## src/rtl/vext_pkg.sv

```systemverilog
package vext_pkg;

  typedef enum logic [1:0] {
    FX_RSVD = 2'b00,
    FX_X2   = 2'b01,
    FX_X4   = 2'b10,
    FX_X8   = 2'b11
  } fx_code_e;

  // log2 of the widening factor; reserved code maps to 0
  function automatic logic [1:0] fx_log2(input logic [1:0] code);
    case (code)
      FX_X2:   fx_log2 = 2'd1;
      FX_X4:   fx_log2 = 2'd2;
      FX_X8:   fx_log2 = 2'd3;
      default: fx_log2 = 2'd0;
    endcase
  endfunction

endpackage

```

## src/rtl/vext_factor_dec.sv

```systemverilog
module vext_factor_dec
  import vext_pkg::*;
(
  input  logic [1:0] fx_sel,
  output logic [1:0] fx_lg,
  output logic       fx_ok
);

  always_comb begin
    fx_lg = fx_log2(fx_sel);
    fx_ok = (fx_sel != FX_RSVD);
  end

endmodule

```

## src/rtl/vext_width_calc.sv

```systemverilog
module vext_width_calc #(
  parameter int ELEN     = 64,
  parameter int SEW_W    = 3,
  parameter int LMUL_W   = 3,
  parameter int EEW_W    = 4,
  parameter int EMUL_W   = 4,
  parameter int MIN_EEWL = 3
) (
  input  logic [SEW_W-1:0]         sew_sel,
  input  logic [LMUL_W-1:0]        lmul_sel,
  input  logic [1:0]               fx_lg,
  output logic [EEW_W-1:0]         eew_lg,
  output logic signed [EMUL_W-1:0] emul_lg,
  output logic                     eew_ok,
  output logic                     sew_ok,
  output logic                     lmul_ok
);

  localparam int                MAX_SEW_SEL = $clog2(ELEN) - MIN_EEWL;
  localparam logic [SEW_W-1:0]  SEW_LIMIT   = SEW_W'(MAX_SEW_SEL);
  localparam logic [EEW_W-1:0]  EEW_FLOOR   = EEW_W'(MIN_EEWL);
  localparam logic [LMUL_W-1:0] LMUL_RSVD   = {1'b1, {(LMUL_W-1){1'b0}}};

  logic [EEW_W-1:0]         sew_bits_lg;
  logic signed [EMUL_W-1:0] lmul_ext;
  logic signed [EMUL_W-1:0] fx_ext;

  always_comb begin
    sew_bits_lg = EEW_W'(sew_sel) + EEW_FLOOR;
    eew_lg      = sew_bits_lg - EEW_W'(fx_lg);
    lmul_ext    = {{(EMUL_W-LMUL_W){lmul_sel[LMUL_W-1]}}, lmul_sel};
    fx_ext      = {{(EMUL_W-2){1'b0}}, fx_lg};
    emul_lg     = lmul_ext - fx_ext;
    eew_ok      = (eew_lg >= EEW_FLOOR);
    sew_ok      = (sew_sel <= SEW_LIMIT);
    lmul_ok     = (lmul_sel != LMUL_RSVD);
  end

endmodule

```

## src/rtl/vext_result_reg.sv

```systemverilog
module vext_result_reg #(
  parameter int EEW_W  = 4,
  parameter int EMUL_W = 4
) (
  input  logic              clk,
  input  logic              rst,
  input  logic              in_valid,
  input  logic              ok_all,
  input  logic              sx_en,
  input  logic [EEW_W-1:0]  eew_lg,
  input  logic [EMUL_W-1:0] emul_lg,
  output logic              res_valid,
  output logic              res_legal,
  output logic              res_illegal,
  output logic              res_signed,
  output logic [EEW_W-1:0]  res_eew_log2,
  output logic [EMUL_W-1:0] res_emul_log2
);

  always_ff @(posedge clk) begin
    if (rst) begin
      res_valid     <= 1'b0;
      res_legal     <= 1'b0;
      res_illegal   <= 1'b0;
      res_signed    <= 1'b0;
      res_eew_log2  <= '0;
      res_emul_log2 <= '0;
    end else begin
      res_valid   <= in_valid;
      res_legal   <= in_valid & ok_all;
      res_illegal <= in_valid & ~ok_all;
      if (in_valid) begin
        res_signed    <= sx_en;
        res_eew_log2  <= eew_lg;
        res_emul_log2 <= emul_lg;
      end
    end
  end

endmodule

```

## src/rtl/vext_legality.sv

```systemverilog
module vext_legality #(
  parameter int ELEN   = 64,
  parameter int SEW_W  = 3,
  parameter int LMUL_W = 3,
  parameter int EEW_W  = 4,
  parameter int EMUL_W = 4
) (
  input  logic              clk,
  input  logic              rst,
  input  logic              in_valid,
  input  logic [1:0]        fx_sel,
  input  logic              sx_en,
  input  logic [SEW_W-1:0]  sew_sel,
  input  logic [LMUL_W-1:0] lmul_sel,
  input  logic              vill,
  output logic              res_valid,
  output logic              res_legal,
  output logic              res_illegal,
  output logic              res_signed,
  output logic [EEW_W-1:0]  res_eew_log2,
  output logic [EMUL_W-1:0] res_emul_log2
);

  localparam int MIN_EEWL = 3;

  logic [1:0]               fx_lg;
  logic                     fx_ok;
  logic [EEW_W-1:0]         eew_lg;
  logic signed [EMUL_W-1:0] emul_lg;
  logic                     eew_ok, sew_ok, lmul_ok, ok_all;

  vext_factor_dec u_fdec (
    .fx_sel (fx_sel),
    .fx_lg  (fx_lg),
    .fx_ok  (fx_ok)
  );

  vext_width_calc #(
    .ELEN(ELEN), .SEW_W(SEW_W), .LMUL_W(LMUL_W),
    .EEW_W(EEW_W), .EMUL_W(EMUL_W), .MIN_EEWL(MIN_EEWL)
  ) u_calc (
    .sew_sel  (sew_sel),
    .lmul_sel (lmul_sel),
    .fx_lg    (fx_lg),
    .eew_lg   (eew_lg),
    .emul_lg  (emul_lg),
    .eew_ok   (eew_ok),
    .sew_ok   (sew_ok),
    .lmul_ok  (lmul_ok)
  );

  // EMUL deliberately plays no part in this verdict
  assign ok_all = ~vill & fx_ok & sew_ok & lmul_ok & eew_ok;

  vext_result_reg #(.EEW_W(EEW_W), .EMUL_W(EMUL_W)) u_reg (
    .clk           (clk),
    .rst           (rst),
    .in_valid      (in_valid),
    .ok_all        (ok_all),
    .sx_en         (sx_en),
    .eew_lg        (eew_lg),
    .emul_lg       (emul_lg),
    .res_valid     (res_valid),
    .res_legal     (res_legal),
    .res_illegal   (res_illegal),
    .res_signed    (res_signed),
    .res_eew_log2  (res_eew_log2),
    .res_emul_log2 (res_emul_log2)
  );

endmodule

```

## config.mk

```make
export PLATFORM = sky130hd
export DESIGN_NAME = vext_legality
export DESIGN_NICKNAME = d
export VERILOG_FILES = /design/src/rtl/vext_pkg.sv /design/src/rtl/vext_factor_dec.sv /design/src/rtl/vext_width_calc.sv /design/src/rtl/vext_result_reg.sv /design/src/rtl/vext_legality.sv
export SDC_FILE = /design/constraint.sdc
export NUM_CORES = 1
export LEC_CHECK = 0
export BUFFER_PORTS_ARGS = -buffer_cell sky130_fd_sc_hd__buf_2
export CAP_MARGIN = 0
export CORE_MARGIN = 2
export CORE_UTILIZATION = 40
export CTS_CLUSTER_DIAMETER = 60
export DETAILED_ROUTE_END_ITERATION = 16
export PLACE_DENSITY = 0.69
export SLEW_MARGIN = 0
export SYNTH_ARGS = -nofsm -noshare
export SYNTH_HDL_FRONTEND = slang
export SYNTH_SLANG_ARGS = --single-unit
export TNS_END_PERCENT = 10
```

## constraint.sdc

```tcl
create_clock -name clk -period 2.3 [get_ports clk]
set_input_delay 0.115 -clock clk [delete_from_list [all_inputs] [get_ports clk]]
set_output_delay 0.115 -clock clk [all_outputs]
set_load 0.05 [all_outputs]
```

==> summary.txt <==
Floorplanning
  • Die Ht: 42.4 um
  • Io pins: 25
  • Initial Util: 44.3%
  • # rows: 13
  • Core footprint: 1330 um2
  • Die width: 42.4 um
  • DIE AREA: 1800 um2

Final layout
  • Antenna cells: 0
  • Register Area: 240 um2
  • Share of cells above drive strength 1: 37.5%
  • Multi-input gate area: 298 um2
  • Number of fill cells in the layout: 136
  • Area Overhead vs Synth: 22.2%
  • Layout Nets: 102
  • Post-route cell area: 722 um2

Worst setup path
  • Launch point of the worst path: fx_sel[1]
  • Critical path peak fanout: 3
  • Crit path DAT: 1700 ps
  • Critical Path Source Type: primary input
  • Crit path kind: primary input to flip-flop
  • Reg2Reg Launch Point: u_reg.res_emul_log2[3]$_SDFFE_PP0P_
  • CP Capture Type: flip-flop
  • WP data required: 2520 ps

CTS
  • Sink Count: 12
  • TritonCTS clock tree: done
  • CTS clk-pin slew, worst paths: 70 ps
  • Hold Buf Count CTS: 0
  • TritonCTS Buffers: 3
  • Post_cts resized: 0
  • CTS root buffer: clkbuf_4
  • Max H-tree Level: 1
  • Setup repair bufs after CTS: 0
  • Clock Tree Buf Depth: 2
  • Later-pin clock latency in the skew report: 260 ps

STA
  • RSZ-0062 raised after global routing: false
  • Final Setup Violations: 0
  • Max_slew headroom: 77.0%
  • Final hold viol count: 0
  • Fmax: 675 MHz
  • Worst-margin pin slew: 345 ps
  • Min setup slack post-route: 819 ps
  • Tcrit/Tclk final: 64.4%
  • Sum Neg Setup Slack: 0 ps
  • Layout Skew: 0 ps
  • Pins Over Slew Limit: 0
  • Final min period: 1480 ps

Pwr
  • Maximum VDD drop: 423 uV
  • Leak: 0.000387 uW
  • Power per cell area: 677 nW/um2
  • Total Power: 489 uW

Global routing
  • Met2 Use GR: 21.5%
  • Largest net degree at the start of global routing: 15
  • Grt peak-use layer: met2
  • Global route total overflow: 0
  • Antenna violations before repair: 0
  • GR Util met1: 16.4%
  • Number of global-route vias before repair: 459
  • Tot GR Track Use: 14.3%
  • Met3 GRT Util: 8.62%
  • First-pass GRT wire length: 1.88 mm

Flow run
  • Max-cap check violation count: 0

Detailed routing
  • DRT Pass-1 Iters: 2
  • Avg Vias per Cell: 5.00
  • Detail Route Antenna Nets: 0
  • # DRC: 0
  • Wirelength per Cell: 10.9 um
  • Via count: 475
  • WL final: 1.03 mm
  • Initial drt markers: 4

Worst hold path
  • Hold Crit Class: primary input to flip-flop
  • Hold path start: sx_en

Placement
  • Placed cell areas: 699 um2
  • Hpwl dp: 843 um
  • Place WS: 521 ps
  • Placer Congestion: 0.765
  • Port bufs: 24

Logic synthesis
  • Cell area after synthesis: 591 um2
  • Synthesis Warnings: 0
  • Mapped Avg Cell Area: 10.4 um2
  • Synth top area share: 40.7%
  • Unique masters post-synth: 18
  • Post-synth top area cell: dfxtp_1
  • Sequential area share after synthesis: 40.7%
  • Gate Count Post-Synth: 57
  • Mapped Nets: 77
  • FF+latch count, synth: 12
  • Area contributors post-synth: dfxtp_1 41%, ha_1 11%, mux2i_1 8.5%, fa_1 6.8%, nor2_1 6.4%

Status
  • Outcome: finished, final reports clean
[cell type report]
cell class	count	share of cell area [%]
inverters	6	3.12
clock buffers	3	3.12
flip-flops and latches	12	33.3
repair buffers	24	16.6
multi-input cells	35	41.2
well taps	15	2.60
[registers in the layout, indices dropped and copies added, names as in the netlist]
| signal | flops |
|---|---|
| u_reg.res_eew_log2 | 4 |
| u_reg.res_emul_log2 | 4 |
| u_reg.res_illegal | 1 |
| u_reg.res_legal | 1 |
| u_reg.res_signed | 1 |
| u_reg.res_valid | 1 |
[cell usage in the layout (no fill, tap or decap), drive strengths merged]
cell    Yosys  routed
a211oi      5       5
a21oi       1       1
and3        1       1
buf         2      24
clkbuf      2       3
dfxtp      12      12
fa          2       2
ha          5       5
inv         6       6
mux2i       5       5
nand2b      2       2
nor2       10      10
nor4        1       1
o21ai       1       1
o31a        1       1
xnor2       1       1
[critical path, stage by stage]
cell and delay [ps]:
buf_2 110, inv_1 60, ha_1 270, ha_1 210, fa_1 460, a211oi_1 300
o31a_1 170
[report_power, final]
group	internal [uW]	switching, uW
combinational	44.1	93.5
sequential	223	5.81
clock	60.5	62.6
total	327	162
[through the flow]
step | util, % | std cells | hold slack [ps]
floorplan | - | 57 | 233
global placement | 52.4 | 92 | 359
detailed placement | 52.4 | 92 | 373
CTS | 54.1 | 95 | 91.1
global route | 54.1 | 95 | 89.0
finish | 54.1 | 95 | 88.1
[cells in the mapped netlist, drive strengths merged]
master and n:
dfxtp 12, nor2 10, inv 6, a211oi 5, ha 5, mux2i 5
buf 2, clkbuf 2, fa 2, nand2b 2, a21oi 1, and3 1
nor4 1, o21ai 1, o31a 1, xnor2 1
[cell families after synthesis]
family,share of synthesized area [%]
buffers and inverters,8.90
xor gates and xnor gates,1.48
AOI/OAI and AO/OA,11.2
adders and majority gates,17.4
muxes,8.47
and+or+nand+nor,11.9
DFF,40.7
[routing by layer]
| metal | up-vias | wire length (um) |
|---|---|---|
| met5 | - | 0 |
| met4 | 0 | 12 |
| met3 | 2 | 89 |
| met2 | 20 | 460 |
| met1 | 216 | 471 |
| li1 | 237 | - |
[final timing paths]
kind	end	slack, ps	depth (start not counted)
worst max-delay path	u_reg.res_illegal$_SDFF_PP0_	820	7
worst min-delay path	u_reg.res_signed$_SDFFE_PP0P_	90	3
worst max register to register	u_reg.res_emul_log2[3]$_SDFFE_PP0P_	1650	2
worst min register to register	u_reg.res_emul_log2[3]$_SDFFE_PP0P_	490	2
Power figures use the tool's default switching activity.
